[config.mk]
export PLATFORM = sky130hd
export DESIGN_NAME = serial_setting_reg
export DESIGN_NICKNAME = d
export VERILOG_FILES = /design/src/rtl/sreg_pkg.sv /design/src/rtl/sreg_pin_sync.sv /design/src/rtl/sreg_ctrl.sv /design/src/rtl/sreg_datapath.sv /design/src/rtl/serial_setting_reg.sv
export SDC_FILE = /design/constraint.sdc
export NUM_CORES = 1
export LEC_CHECK = 0
export CORE_ASPECT_RATIO = 1.75
export CORE_MARGIN = 2
export CORE_UTILIZATION = 30
export CTS_CLUSTER_SIZE = 20
export DETAILED_ROUTE_END_ITERATION = 12
export GPL_TIMING_DRIVEN = 0
export PLACE_DENSITY_LB_ADDON = 0.08
export SLEW_MARGIN = 20
export SYNTH_ARGS = -nofsm -noshare
export SYNTH_HDL_FRONTEND = slang
export SYNTH_SLANG_ARGS = --single-unit
export TNS_END_PERCENT = 5
[constraint.sdc]
create_clock -name clk -period 1.5 [get_ports clk]
set_input_delay 0.45 -clock clk [delete_from_list [all_inputs] [get_ports clk]]
set_output_delay 0.45 -clock clk [all_outputs]
set_load 0.005 [all_outputs]
[src/rtl/sreg_pkg.sv]
package sreg_pkg;

  // Pin indices into the synchronized pin vector
  localparam int PIN_CS   = 0;
  localparam int PIN_SCLK = 1;
  localparam int PIN_SDI  = 2;
  localparam int N_PINS   = 3;

  // Strobes from control to datapath, one cycle wide
  typedef struct packed {
    logic startXfer;   // load readback path from held code
    logic captureBit;  // write serial input into the path's first stage
    logic advanceOut;  // move the path one stage toward the output
    logic commitWord;  // copy received word into the held code
  } sregStrobes_t;

endpackage

[src/rtl/sreg_pin_sync.sv]
module sreg_pin_sync #(
  parameter int N_PINS      = 3,
  parameter int SYNC_STAGES = 2,
  parameter logic [N_PINS-1:0] RESET_BITS = '0
) (
  input  logic              clk,
  input  logic              rstN,
  input  logic [N_PINS-1:0] pinsRaw,
  output logic [N_PINS-1:0] pinsSync
);

  localparam int LAST = SYNC_STAGES - 1;

  for (genvar p = 0; p < N_PINS; p++) begin : g_pin
    logic [SYNC_STAGES-1:0] chain;

    always_ff @(posedge clk or negedge rstN) begin
      if (!rstN) begin
        chain <= {SYNC_STAGES{RESET_BITS[p]}};
      end else begin
        chain <= {chain[SYNC_STAGES-2:0], pinsRaw[p]};
      end
    end

    assign pinsSync[p] = chain[LAST];
  end

endmodule

[src/rtl/sreg_ctrl.sv]
module sreg_ctrl
  import sreg_pkg::*;
(
  input  logic         clk,
  input  logic         rstN,
  input  logic         csLevel,
  input  logic         sclkLevel,
  output sregStrobes_t strobes,
  output logic         busy
);

  logic csPrev;
  logic sclkPrev;
  logic csFall;
  logic csRise;
  logic sclkRise;
  logic sclkFall;

  always_ff @(posedge clk or negedge rstN) begin
    if (!rstN) begin
      csPrev   <= 1'b1;
      sclkPrev <= 1'b0;
    end else begin
      csPrev   <= csLevel;
      sclkPrev <= sclkLevel;
    end
  end

  always_comb begin
    csFall   = csPrev & ~csLevel;
    csRise   = ~csPrev & csLevel;
    sclkRise = ~sclkPrev & sclkLevel;
    sclkFall = sclkPrev & ~sclkLevel;
  end

  // Transfer window: opened by select fall, closed by select rise
  always_ff @(posedge clk or negedge rstN) begin
    if (!rstN) begin
      busy <= 1'b0;
    end else if (csFall) begin
      busy <= 1'b1;
    end else if (csRise) begin
      busy <= 1'b0;
    end
  end

  // Shift clock edges count only inside the window
  always_comb begin
    strobes.startXfer  = csFall & ~busy;
    strobes.captureBit = busy & sclkRise;
    strobes.advanceOut = busy & sclkFall;
    strobes.commitWord = busy & csRise;
  end

endmodule

[src/rtl/sreg_datapath.sv]
module sreg_datapath
  import sreg_pkg::*;
#(
  parameter int WORD_W = 8,
  parameter logic [WORD_W-1:0] RESET_WORD = {1'b1, {(WORD_W-1){1'b0}}}
) (
  input  logic              clk,
  input  logic              rstN,
  input  sregStrobes_t      strobes,
  input  logic              sdiLevel,
  input  logic              shutdownN,
  output logic [WORD_W-1:0] setting,
  output logic              pathMsb,
  output logic              convOn
);

  localparam int PATH_W = WORD_W + 1;

  logic [PATH_W-1:0] shiftPath;

  // Stage 0 takes serial input; the top stage drives readback
  always_ff @(posedge clk or negedge rstN) begin
    if (!rstN) begin
      shiftPath <= '0;
    end else if (strobes.startXfer) begin
      shiftPath <= {setting, 1'b0};
    end else if (strobes.captureBit) begin
      shiftPath[0] <= sdiLevel;
    end else if (strobes.advanceOut) begin
      shiftPath <= {shiftPath[PATH_W-2:0], 1'b0};
    end
  end

  always_ff @(posedge clk or negedge rstN) begin
    if (!rstN) begin
      setting <= RESET_WORD;
    end else if (strobes.commitWord) begin
      setting <= shiftPath[PATH_W-1:1];
    end
  end

  always_ff @(posedge clk or negedge rstN) begin
    if (!rstN) begin
      convOn <= 1'b0;
    end else begin
      convOn <= shutdownN;
    end
  end

  assign pathMsb = shiftPath[PATH_W-1];

endmodule

[src/rtl/serial_setting_reg.sv]
module serial_setting_reg
  import sreg_pkg::*;
#(
  parameter int WORD_W      = 8,
  parameter int SYNC_STAGES = 2
) (
  input  logic              clk,
  input  logic              rstN,
  input  logic              csN,
  input  logic              sclk,
  input  logic              sdi,
  input  logic              shutdownN,
  output logic [WORD_W-1:0] setting,
  output logic              sdo,
  output logic              sdoOe,
  output logic              convOn
);

  localparam logic [N_PINS-1:0] PIN_RESET = N_PINS'(1 << PIN_CS);

  logic [N_PINS-1:0] pinsRaw;
  logic [N_PINS-1:0] pinsSync;
  sregStrobes_t      strobes;
  logic              busy;
  logic              pathMsb;

  always_comb begin
    pinsRaw           = '0;
    pinsRaw[PIN_CS]   = csN;
    pinsRaw[PIN_SCLK] = sclk;
    pinsRaw[PIN_SDI]  = sdi;
  end

  sreg_pin_sync #(
    .N_PINS      (N_PINS),
    .SYNC_STAGES (SYNC_STAGES),
    .RESET_BITS  (PIN_RESET)
  ) u_sync (
    .clk      (clk),
    .rstN     (rstN),
    .pinsRaw  (pinsRaw),
    .pinsSync (pinsSync)
  );

  sreg_ctrl u_ctrl (
    .clk       (clk),
    .rstN      (rstN),
    .csLevel   (pinsSync[PIN_CS]),
    .sclkLevel (pinsSync[PIN_SCLK]),
    .strobes   (strobes),
    .busy      (busy)
  );

  sreg_datapath #(
    .WORD_W (WORD_W)
  ) u_dp (
    .clk       (clk),
    .rstN      (rstN),
    .strobes   (strobes),
    .sdiLevel  (pinsSync[PIN_SDI]),
    .shutdownN (shutdownN),
    .setting   (setting),
    .pathMsb   (pathMsb),
    .convOn    (convOn)
  );

  assign sdoOe = busy;
  assign sdo   = busy & pathMsb;

endmodule

### Yosys cells after proc, flatten, opt, wreduce, memory -nomap -nowiden

Index checks and enable logic that the tools add are counted.

* register bits after elaboration: 27
* bits in latches: 0
* memory bits (writable): 0
* memory bits (read-only): 0
* bits of input ports: 6
* output and inout bits: 11
* logic and storage cells: 35
* memories: 0

* add/subtract/negate cells: 0
* multiply operators: 0
* divide/modulo/power cells: 0
* order comparisons: 0
* eq/ne operators: 1
* shift-type cells: 0
* multiplexer cells: 6
* bitwise logic cells: 14
* reduce and logical (&&, ||, !) cells: 4

Operators by type and width (number)
* 9-bit 2-to-1 mux: 2
* 1-bit AND: 9
* 8-bit 2-to-1 mux: 1
* 1-bit NOT: 5
* 2-bit nonzero test: 2
* 1-bit 2-to-1 mux: 3
* 3-bit nonzero test: 1
* 2-bit by 1-bit != test with 1-bit output, second input constant: 1
* 2-bit AND reduction: 1

### Logic depth before layout (Yosys ltp)

* depth in word-level cells: 6
* mapped depth: 6
* gate-level depth less buffers: 5

### Modules after synthesis

From an unflattened synthesis, not the netlist that was laid out.

* cell total of the unflattened synthesis: 81
* area total of the unflattened synthesis: 1137.3 µm²

Modules (own cells, without submodules)
* sreg_datapath: times used 1, cells each 59, area an instance 802.0 µm²
* sreg_pin_sync: times used 1, cells each 9, area an instance 175.2 µm²
* sreg_ctrl: times used 1, cells each 12, area an instance 153.9 µm²
* serial_setting_reg: times used 1, cells each 1, area an instance 6.3 µm²

### Worst setup path after synthesis

Ideal clock, no wire load.

* kind: reg-to-reg
* from: register u_sync.g_pin[0].chain[1]
* to: register u_dp.shiftPath[2]
* data arrival time: 1351 ps
* slack: 26 ps
* cell stages (with the launch flop): 7
* path through: dfstp_2 inv_1 ha_1 nor2b_4 nand2b_4 buf_6 o221a_2

* longest elaborated chain between the ends: 5

Ends and longest elaborated chain
* from (decl): RTL line sreg_pin_sync.sv:15 `logic [SYNC_STAGES-1:0] chain;`
* from (signal assigned): RTL line sreg_pin_sync.sv:19 `chain <= {SYNC_STAGES{RESET_BITS[p]}};`
* from (signal assigned): RTL line sreg_pin_sync.sv:21 `chain <= {chain[SYNC_STAGES-2:0], pinsRaw[p]};`
* 1-bit NOT (*): RTL line sreg_ctrl.sv:30 `csFall = csPrev & ~csLevel;`
* 1-bit AND (*): RTL line sreg_ctrl.sv:30
* via u_ctrl.csFall: RTL line sreg_ctrl.sv:14 `logic csFall;`
* 1-bit AND (*): RTL line sreg_ctrl.sv:49 `strobes.startXfer = csFall & ~busy;`
* 2-bit by 1-bit != test with 1-bit output (no source line) / 2-bit nonzero test (equally long branches)
* 2-bit AND reduction (no source line)
* to (signal assigned): RTL line sreg_datapath.sv:26 `shiftPath <= {setting, 1'b0};`
* to (signal assigned): RTL line sreg_datapath.sv:30 `shiftPath <= {shiftPath[PATH_W-2:0], 1'b0};`
* to (decl): RTL line sreg_datapath.sv:19 `logic [PATH_W-1:0] shiftPath;`

Mark *: on every way through the listed nets, which the timed path passes. The rest lies on a longest branch.
A chain may end at the register's enable or synchronous reset.

### Final worst setup path

* from: register u_sync.g_pin[0].chain[1]
* to: register u_dp.shiftPath[3]

The elaborated chain is that of the path after synthesis.

==> out/results.ini <==
[die]
dieArea_um2 = 4120
coreArea_um2 = 3430
die_y_um = 83.5
die_w_um = 49.4
ioPinCount = 17
rows = 28
initial_core_util = 0.315

[layout]
final_layout_size_suffix_gt1_frac = 0.426
antenna_cells = 0
syn_to_final_growth_pct = 27.2
final_common_cell = dfrtp_1
final_cell_mix = dfrtp_1, mux2_2, dlygate4sd2_1
nets = 103
final_core_util = 0.401

[sta]
hold_violations = 0
fin_ws_ps = 39.2
fin_crit_ps = 1460
whs_ps = 178
fmax_mhz = 685
relSlewSlack = 0.607
worst_pin_slew_ps = 590
maxSlewViolCount = 0
period_share = 0.974
clock-skew-final_ps = 5.17
setup_viol = 0
rsz0062_at_grt = yes

[setup_path]
worstSetupStartpointType = register
r2r_slack_ps = 40
worstPathArrival_ps = 1620
crit_type = register to register
rr_worst_depth = 5
rr_endpoint = u_dp.shiftPath[3]
critical_path.max_fanout = 8
r2r-start = u_sync.g_pin[0].chain[1]
end_kind = register
cp.required_ps = 1660

[drt]
first_pass_iters = 4
routed.top_layer = met4
drc = 0
routed_wirelength_um = 1970
met3_wirelength_um = 58
drt-initial-drc-count = 5
vias = 626
route.met2.wl_um = 1010
detail-route-antenna-nets = 0
avgViaCountPerCell = 4.50
wl_met1_um = 874
wl_per_cell_um = 14.1

[synth]
syn_inst = 69
synth_top_area_cell = dfrtp_1
ys_types = 19
synth_area_per_cell_um2 = 15.7
netlist_top_cells_area = dfrtp_1, dfstp_2, mux2_2
synth.top_cell.area_share = 0.532
ys_seq_area_frac = 0.629
yosys_warnings = 0
ys_seq_elements = 27
syn-num-nets = 77
syn_area_um2 = 1080

[clock_tree]
clockRootBuffer = clkbuf_8
cts_tree = done
clk_latency_ps = 270
cts.reportedPaths.clkPinSlew_ps = 90
cts_buffers = 3
cts_sinks = 27
clockBufferDepth = 2
htree_levels = 1

[grt]
grt_max_degree = 28
grtUsageTotal = 0.107
antenna_found_initial = 0
grt_pass1_wl_um = 3350
grt_pass1_vias = 709
overflow = 0

[placed_design]
place_congestion = 0.664
hpwl_um = 1250
port_buffers = 16
pre_cts_slack_ps = -81.8

[pwr]
pwr_density_cell_nw_per_um2 = 1500
peakVddDrop_uv = 729
p_leak_nw = 0.608

[run]
maxCapViolations = 0

[run_status]
status = complete, no violations

[worst_hold_path]
holdCritPathClass = input pin to async pin

[critical path, cell delays in order (launching register included)]
cell,delay [ps]
dfstp_2,550
inv_2,50
ha_4,160
nor2b_4,140
nand2b_4,180
o221a_2,260
[worst max-delay path by stage]
stage	cells after the start	endpoint	startpoint	slack [ps]
after floorplan	6	u_dp.shiftPath[2]	u_sync.g_pin[0].chain[1]	30
after global placement	1	u_dp.setting[5]	rstN	-450
after detailed placement	6	u_dp.shiftPath[5]	u_sync.g_pin[0].chain[1]	-80
after CTS	6	u_dp.shiftPath[1]	u_sync.g_pin[0].chain[1]	-60
after global routing	5	u_dp.shiftPath[6]	u_ctrl.csPrev	-20
final	5	u_dp.shiftPath[3]	u_sync.g_pin[0].chain[1]	40
[stage by stage]
stage	power, mW	area [µm²]	std cells	TNS [ps]
2_1_floorplan	1.40	1080	69	0
3_3_place_gp	1.73	1300	130	-11830
3_5_place_dp	1.74	1290	130	-652
4_1_cts	2.09	1350	136	-424
5_1_grt	2.20	1380	139	-45.0
6_report	2.07	1380	139	0
[cell families (layout without fill, tap and decap cells)]
logic type | Yosys count | in the layout | share of synthesized area
AO/OA/AOI/OAI | 8 | 8 | 0.0832
XOR/XNOR | 1 | 1 | 0.00809
adder cells (fa/ha/maj) | 2 | 2 | 0.0231
buffers and inverters | 4 | 28 | 0.0277
flip-flops | 27 | 27 | 0.629
AND/OR/NAND/NOR | 18 | 19 | 0.135
multiplexers | 9 | 9 | 0.0936
[registers in the layout, summed over array words and instances (netlist names)]
signal              count
u_ctrl.busy             1
u_ctrl.csPrev           1
u_ctrl.sclkPrev         1
u_dp.convOn             1
u_dp.setting            8
u_dp.shiftPath          9
u_sync.g_pin.chain      6
[where the power goes]
group / switching (mW) / internal, mW
logic: 0.176 / 0.360
clock network: 0.211 / 0.190
registers: 0.165 / 0.964
total: 0.553 / 1.51
[synthesized netlist by cell type]
cell type   n
and2_1      1
buf_6       2
dfrtp_1    23
dfstp_2     4
ha_1        2
inv_1       2
mux2_2      9
nand2_1     1
nand2_2     1
nand2b_4    1
nand3_1     2
nand3b_4    1
nand4b_1    1
nor2_1      1
nor2b_4     1
o221a_1     1
o221a_2     7
or2b_1      8
xnor2_1     1
[metal layers]
layer | GRT usage | vias to the layer above
met2 | 0.170 | 10
met5 | 0 | -
met3 | 0.0215 | 2
met4 | 0.0606 | 0
li1 | - | 294
met1 | 0.134 | 320
[final cells by class]
type	instances	area, µm²
inverters	2	7.51
clock buffers	4	45.0
fillers	356	2060
multi-input cells	39	400
repair buffers	21	175
plain buffers	1	11.3
flip-flops and latches	27	681
well taps	45	56.3
[what timing repair did]
| item | in CTS | in global routing |
|---|---|---|
| setup endpoints to repair | 19 | 18 |
| pin swaps | 0 | 2 |
| buffers inserted | 2 | 3 |
| resized for setup | 15 | 6 |
| hold buffers | 0 | 0 |
| gates cloned | 0 | 1 |
(Power assumes the default switching activity.)
